--- src/rtl/dmai_pkg.sv ---
package dmai_pkg;

    typedef enum logic [2:0] {
        ST_IDLE,
        ST_FHI,
        ST_GAP_HI,
        ST_FLO,
        ST_GAP_LO,
        ST_RD,
        ST_WR
    } dmai_state_e;

    localparam logic [1:0] SZ_BYTE = 2'd0;
    localparam logic [1:0] SZ_HALF = 2'd1;
    localparam logic [1:0] SZ_WORD = 2'd2;

endpackage

--- src/rtl/dmai_strobe_timer.sv ---
// Stretches a bus strobe to one or two cycles and flags its final cycle.
module dmai_strobe_timer (
    input  logic clk,
    input  logic rst_n,
    input  logic active,
    input  logic two_cycle,
    output logic last
);
    logic held_d, held_q;

    always_comb begin
        last   = active & (~two_cycle | held_q);
        held_d = active & ~last;
    end

    always_ff @(posedge clk or negedge rst_n) begin
        if (!rst_n) held_q <= 1'b0;
        else        held_q <= held_d;
    end
endmodule

--- src/rtl/dmai_ind_latch.sv ---
// Scratch register assembling the fetched source address from two halves.
module dmai_ind_latch #(
    parameter int HALF_W = 16
) (
    input  logic                clk,
    input  logic                rst_n,
    input  logic [1:0]          cap,      // bit 1: upper half, bit 0: lower half
    input  logic [HALF_W-1:0]   din,
    output logic [2*HALF_W-1:0] addr
);
    for (genvar h = 0; h < 2; h++) begin : g_half
        logic [HALF_W-1:0] half_d, half_q;

        always_comb half_d = cap[h] ? din : half_q;

        always_ff @(posedge clk or negedge rst_n) begin
            if (!rst_n) half_q <= '0;
            else        half_q <= half_d;
        end

        assign addr[h*HALF_W +: HALF_W] = half_q;
    end
endmodule

--- src/rtl/dmai_step_calc.sv ---
// Address arithmetic: lower-half fetch address, pointer and destination steps.
module dmai_step_calc
    import dmai_pkg::*;
#(
    parameter int ADDR_W     = 32,
    parameter int PTR_STEP   = 4,
    parameter int HALF_BYTES = 2
) (
    input  logic [ADDR_W-1:0] ptr,
    input  logic [ADDR_W-1:0] dst,
    input  logic [1:0]        size,
    input  logic              inc,
    output logic [ADDR_W-1:0] lo_addr,
    output logic [ADDR_W-1:0] ptr_next,
    output logic [ADDR_W-1:0] dst_next
);
    localparam logic [ADDR_W-1:0] STEP_V = ADDR_W'(PTR_STEP);
    localparam logic [ADDR_W-1:0] LO_OFS = ADDR_W'(HALF_BYTES);

    logic [ADDR_W-1:0] bytes;

    always_comb begin
        case (size)
            SZ_BYTE: bytes = ADDR_W'(1);
            SZ_HALF: bytes = ADDR_W'(2);
            default: bytes = ADDR_W'(4);
        endcase
        lo_addr  = ptr + LO_OFS;
        ptr_next = ptr + STEP_V;
        dst_next = inc ? dst + bytes : dst;
    end
endmodule

--- src/rtl/dma_indirect_seq.sv ---
module dma_indirect_seq
    import dmai_pkg::*;
#(
    parameter int ADDR_W   = 32,
    parameter int DATA_W   = 32,
    parameter int CNT_W    = 16,
    parameter int PTR_STEP = 4
) (
    input  logic              clk,
    input  logic              rst_n,
    input  logic              start,
    input  logic [ADDR_W-1:0] cfg_ptr,
    input  logic [ADDR_W-1:0] cfg_dst,
    input  logic [CNT_W-1:0]  cfg_count,
    input  logic [1:0]        cfg_size,
    input  logic              cfg_dst_inc,
    input  logic              cfg_src_two,
    input  logic              cfg_dst_two,
    output logic [ADDR_W-1:0] bus_addr,
    output logic              bus_rd,
    output logic              bus_wr,
    output logic [1:0]        bus_size,
    output logic [DATA_W-1:0] bus_wdata,
    input  logic [DATA_W-1:0] bus_rdata,
    output logic              done
);
    localparam int HALF_W     = ADDR_W / 2;
    localparam int HALF_BYTES = HALF_W / 8;
    localparam logic [CNT_W-1:0] CNT_ONE = CNT_W'(1);

    typedef struct packed {
        dmai_state_e       state;
        logic [ADDR_W-1:0] ptr;
        logic [ADDR_W-1:0] dst;
        logic [CNT_W-1:0]  cnt;
        logic [1:0]        size;
        logic              inc;
        logic              src_two;
        logic              dst_two;
        logic [DATA_W-1:0] data;
        logic              done;
    } seq_regs_t;

    seq_regs_t d, q;

    logic [1:0]        cap;
    logic [ADDR_W-1:0] ind_addr;
    logic [ADDR_W-1:0] lo_addr, ptr_next, dst_next;
    logic [1:0]        tmr_act, tmr_two, tmr_last;

    // Signals observed by the bound checker
    dmai_state_e       cur_state;
    logic [ADDR_W-1:0] cur_ptr;
    logic [1:0]        cur_size;
    logic              cur_dst_two;

    dmai_ind_latch #(.HALF_W(HALF_W)) u_ind (
        .clk  (clk),
        .rst_n(rst_n),
        .cap  (cap),
        .din  (bus_rdata[HALF_W-1:0]),
        .addr (ind_addr)
    );

    dmai_step_calc #(
        .ADDR_W    (ADDR_W),
        .PTR_STEP  (PTR_STEP),
        .HALF_BYTES(HALF_BYTES)
    ) u_step (
        .ptr     (q.ptr),
        .dst     (q.dst),
        .size    (q.size),
        .inc     (q.inc),
        .lo_addr (lo_addr),
        .ptr_next(ptr_next),
        .dst_next(dst_next)
    );

    // Index 0 stretches the source read, index 1 the destination write
    assign tmr_two = {q.dst_two, q.src_two};
    for (genvar t = 0; t < 2; t++) begin : g_tmr
        dmai_strobe_timer u_tmr (
            .clk      (clk),
            .rst_n    (rst_n),
            .active   (tmr_act[t]),
            .two_cycle(tmr_two[t]),
            .last     (tmr_last[t])
        );
    end

    always_comb begin
        d         = q;
        bus_addr  = '0;
        bus_rd    = 1'b0;
        bus_wr    = 1'b0;
        bus_size  = SZ_BYTE;
        bus_wdata = '0;
        cap       = 2'b00;
        tmr_act   = 2'b00;

        case (q.state)
            ST_IDLE: begin
                if (start) begin
                    d.ptr     = cfg_ptr;
                    d.dst     = cfg_dst;
                    d.cnt     = cfg_count;
                    d.size    = (cfg_size == 2'd3) ? SZ_WORD : cfg_size;
                    d.inc     = cfg_dst_inc;
                    d.src_two = cfg_src_two;
                    d.dst_two = cfg_dst_two;
                    if (cfg_count == '0) begin
                        d.done = 1'b1;
                    end else begin
                        d.done  = 1'b0;
                        d.state = ST_FHI;
                    end
                end
            end
            ST_FHI: begin
                bus_rd   = 1'b1;
                bus_addr = q.ptr;
                bus_size = SZ_HALF;
                cap      = 2'b10;
                d.state  = ST_GAP_HI;
            end
            ST_GAP_HI: d.state = ST_FLO;
            ST_FLO: begin
                bus_rd   = 1'b1;
                bus_addr = lo_addr;
                bus_size = SZ_HALF;
                cap      = 2'b01;
                d.state  = ST_GAP_LO;
            end
            ST_GAP_LO: d.state = ST_RD;
            ST_RD: begin
                bus_rd     = 1'b1;
                bus_addr   = ind_addr;
                bus_size   = q.size;
                tmr_act[0] = 1'b1;
                if (tmr_last[0]) begin
                    d.data  = bus_rdata;
                    d.state = ST_WR;
                end
            end
            ST_WR: begin
                bus_wr     = 1'b1;
                bus_addr   = q.dst;
                bus_size   = q.size;
                bus_wdata  = q.data;
                tmr_act[1] = 1'b1;
                if (tmr_last[1]) begin
                    d.ptr = ptr_next;
                    d.dst = dst_next;
                    d.cnt = q.cnt - CNT_ONE;
                    if (q.cnt == CNT_ONE) begin
                        d.state = ST_IDLE;
                        d.done  = 1'b1;
                    end else begin
                        d.state = ST_FHI;
                    end
                end
            end
            default: d.state = ST_IDLE;
        endcase
    end

    always_ff @(posedge clk or negedge rst_n) begin
        if (!rst_n) begin
            q       <= '0;
            q.state <= ST_IDLE;
        end else begin
            q <= d;
        end
    end

    assign done        = q.done;
    assign cur_state   = q.state;
    assign cur_ptr     = q.ptr;
    assign cur_size    = q.size;
    assign cur_dst_two = q.dst_two;
endmodule

--- config.mk ---
export PLATFORM = sky130hd
export DESIGN_NAME = dma_indirect_seq
export DESIGN_NICKNAME = d
export VERILOG_FILES = /design/src/rtl/dmai_pkg.sv /design/src/rtl/dmai_strobe_timer.sv /design/src/rtl/dmai_ind_latch.sv /design/src/rtl/dmai_step_calc.sv /design/src/rtl/dma_indirect_seq.sv
export SDC_FILE = /design/constraint.sdc
export NUM_CORES = 1
export LEC_CHECK = 0
export CORE_UTILIZATION = 28
export CTS_CLUSTER_SIZE = 28
export DETAILED_ROUTE_END_ITERATION = 8
export DONT_BUFFER_PORTS = 1
export PLACE_DENSITY_LB_ADDON = 0.05
export SYNTH_ARGS = -nofsm -noshare
export SYNTH_HDL_FRONTEND = slang
export SYNTH_HIERARCHICAL = 1
export SYNTH_SLANG_ARGS = --single-unit
export TNS_END_PERCENT = 5
--- constraint.sdc ---
create_clock -name clk -period 6.45 [get_ports clk]
set_input_delay 0 -clock clk [delete_from_list [all_inputs] [get_ports clk]]
set_output_delay 0 -clock clk [all_outputs]
set_load 0.1 [all_outputs]
==> flow_metrics.tcl <==
set metrics [dict create \
    final_max_slew_viol_count 0 \
    synth_cell_type_count 66 \
    grt_pass1_wl_um 54500 \
    dp_hpwl_um 24200 \
    ys_ff_latch 155 \
    postSynthAreaPerCell_um2 9.25 \
    cts-hold-fix-buffers 157 \
    detail_route.iter0.violations 608 \
    drtPass1Iterations 5 \
    setup_violations 0 \
    coreArea_um2 34600 \
    start_util_pct 28.5 \
    clkTransAtPathRegs_ns 0.07 \
    worst_pin_slew_ns 1.19 \
    yosysWarningCount 6 \
    grt_pass1_vias 8423 \
    synth_area_leaders "dfrtp_1 (39%), xnor2_1 (5.9%), mux2_2 (5.2%)" \
    p_switching_mw 4.29 \
    synthAdderAreaFrac_pct 1.09 \
    combPwrFrac_pct 55.5 \
    start_kind "register" \
    finalCriticalPeriod_ns 4.58 \
    synthSimpleGateAreaFrac_pct 24.1 \
    grtUsageTotal_pct 20.3 \
    clockBufferDepth 2 \
    finalPower_mw 7.57 \
    synth_area_leader_cell "dfrtp_1" \
    fin_nets 1289 \
    gr-total-overflow 0 \
    max_freq_mhz 218 \
    fin_util_pct 35.6 \
    multiInputGateArea_um2 5540 \
    ys_seq_area_share_pct 39.2 \
    synthArstFlopShare_pct 100 \
    crit_required_ns 6.82 \
    grt_max_degree 156 \
    power_frac_seq_pct 30.2 \
    cap_violations 0 \
    antenna_cells 0 \
    synthesis.area_um2 9880 \
    die_h_um 190 \
    skew_ns 0.0114 \
    synth_edf_count 0 \
    drc 0 \
    drtAntennaViolNets 0 \
    synthCells 1069 \
    cts_num_sinks 155 \
    synth_flop_cell "dfrtp_1" \
    seq_area_um2 3880 \
    p_sw_share_pct 56.7 \
    fill_cells 3590 \
    placement.io_buffers 0 \
    drive_gt1_share_pct 11.4 \
    worstPathMaxFanout 99 \
    vias 8530 \
    clkLatencyLatePin_ns 0.44 \
    fin_crit_sh_pct 71.1 \
    tns_ns 0 \
    synth-compound-area-share_pct 14.4 \
    synth-xor-area-share_pct 7.80 \
    post_cts_buffers 0 \
    antenna_found_initial 4 \
    cp.arrival_ns 4.95 \
    synth_common_cells "dfrtp_1 (155), nand2_1 (119), nor2_1 (91), nand3_1 (86)" \
    hold_viol_final 0 \
    synth_mux_area_share_pct 8.28 \
    powerDensity_nw_per_um2 613 \
    viasPerCell 5.24 \
    cts_root_buffer "clkbuf_16" \
    die-area_um2 36100 \
    gp_congestion 0.758 \
    die_w_um 190 \
    synth_nets 1197 \
    power.share.clock_pct 14.4 \
    yosysTopAreaCellShare_pct 39.2 \
    hp-class "input pin to register" \
    rsz0062_at_grt "false" \
    cts_tree "done" \
    slew_headroom_pct 20.9 \
    intPower_mw 3.28 \
    ctsHtreeMaxLevel 4 \
    leakage_nw 4.69 \
    wirelength_um 36100 \
    cts-resized-gates 0 \
    ir_drop_uv 297 \
    area_growth_pct 24.8 \
    numCtsBuffers 17 \
    fp-row-count 68 \
    wl_per_cell_um 22.2 \
    synth_top_family_by_area "simple AND/OR/NAND/NOR gates" \
    crit_type "register to register" \
    end_kind "register" \
    outcome "finished, final reports clean" \
    ioPinCount 189 \
    yosys.cell_count.top_type "dfrtp_1" \
]
layout by cell type (no fill, tap or decap), types with 4 or more instances in the layout:
cell type      count
dfrtp_1          155
dlygate4sd3_1    155
nand2_1          119
nor2_1            90
nand3_1           86
a31oi_1           67
xnor2_1           67
mux2_2            46
and2_1            39
nand4_1           39
a22o_1            32
a221o_1           32
xor2_1            21
mux2_4            20
a21oi_1           18
clkbuf_16         17
o21ai_0           16
nor3_1            15
inv_1             13
nor4_1            12
and3_1            12
buf_4             10
ha_1               7
clkinv_4           6
nor4_4             6
and4_1             6
or3_1              4
power groups by stage:
stage,clock network [mW],logic (mW),registers (mW)
2_1_floorplan,0,3.78,1.86
6_report,1.09,4.20,2.28
3_3_place_gp,0,4.08,2.30
5_1_grt,1.15,4.48,2.37
3_5_place_dp,0,4.07,2.30
4_1_cts,1.12,4.23,2.28
critical path, stage by stage (launching register included):
cell and delay (ns):
dfrtp_1 0.63, nand3b_1 0.75, inv_6 0.90, a21boi_1 0.46
a21o_4 0.82, buf_4 0.52, nor2_1 0.08, a31oi_1 0.15
final cells by class:
cell class,instances,area share (%)
inverter,14,0.467
clock buffer,19,3.59
clock inverter,12,1.34
sequential,155,31.4
tap,455,4.62
timing repair buffer,167,13.6
multi-input combinational,806,44.9
kinds of logic after synthesis:
family	after synthesis
flops	155
buf+inv	108
compound gates	194
mux	66
simple gates	450
fa+ha+maj	8
xor+xnor	88
registers in the layout, summed over array words and instances, names as in the netlist:
signal	count
done	1
cur_dst_two	1
g_tmr.u_tmr/held_q	2
q	82
cur_state	3
cur_ptr	32
u_ind/g_half.half_q	32
cur_size	2
metrics by stage:
stage	hold slack, ns	std cells	setup slack [ns]	cell area, um2
2_1_floorplan	-0.296	1069	3.31	9880
3_3_place_gp	-0.289	1440	1.93	10100
3_5_place_dp	-0.289	1440	1.84	10100
4_1_cts	0.0000273	1628	1.83	12300
5_1_grt	0.0182	1628	1.40	12300
6_report	0.0119	1628	1.87	12300
metal layers:
layer | global-route usage (%) | routed length, um | vias up
li1 | - | - | 4060
met1 | 28.7 | 17500 | 4244
met2 | 30.9 | 16200 | 187
met3 | 4.74 | 1780 | 33
met4 | 4.99 | 496 | 6
met5 | 0 | 37 | -
path summary, 6_finish.rpt:
path	start	end	slack [ns]	cells past startpoint
max	cur_state[2]	cur_ptr[24]	1.87	7
min in group asynchronous	rst_n	q[43]	0.22	2
min reg2reg	q[23]	q[23]	0.50	1
max in group asynchronous	rst_n	q[8]	5.55	2
min	start	q[56]	0.01	3
max reg2reg	cur_state[2]	cur_ptr[24]	1.87	7
(Power assumes the default switching activity.)
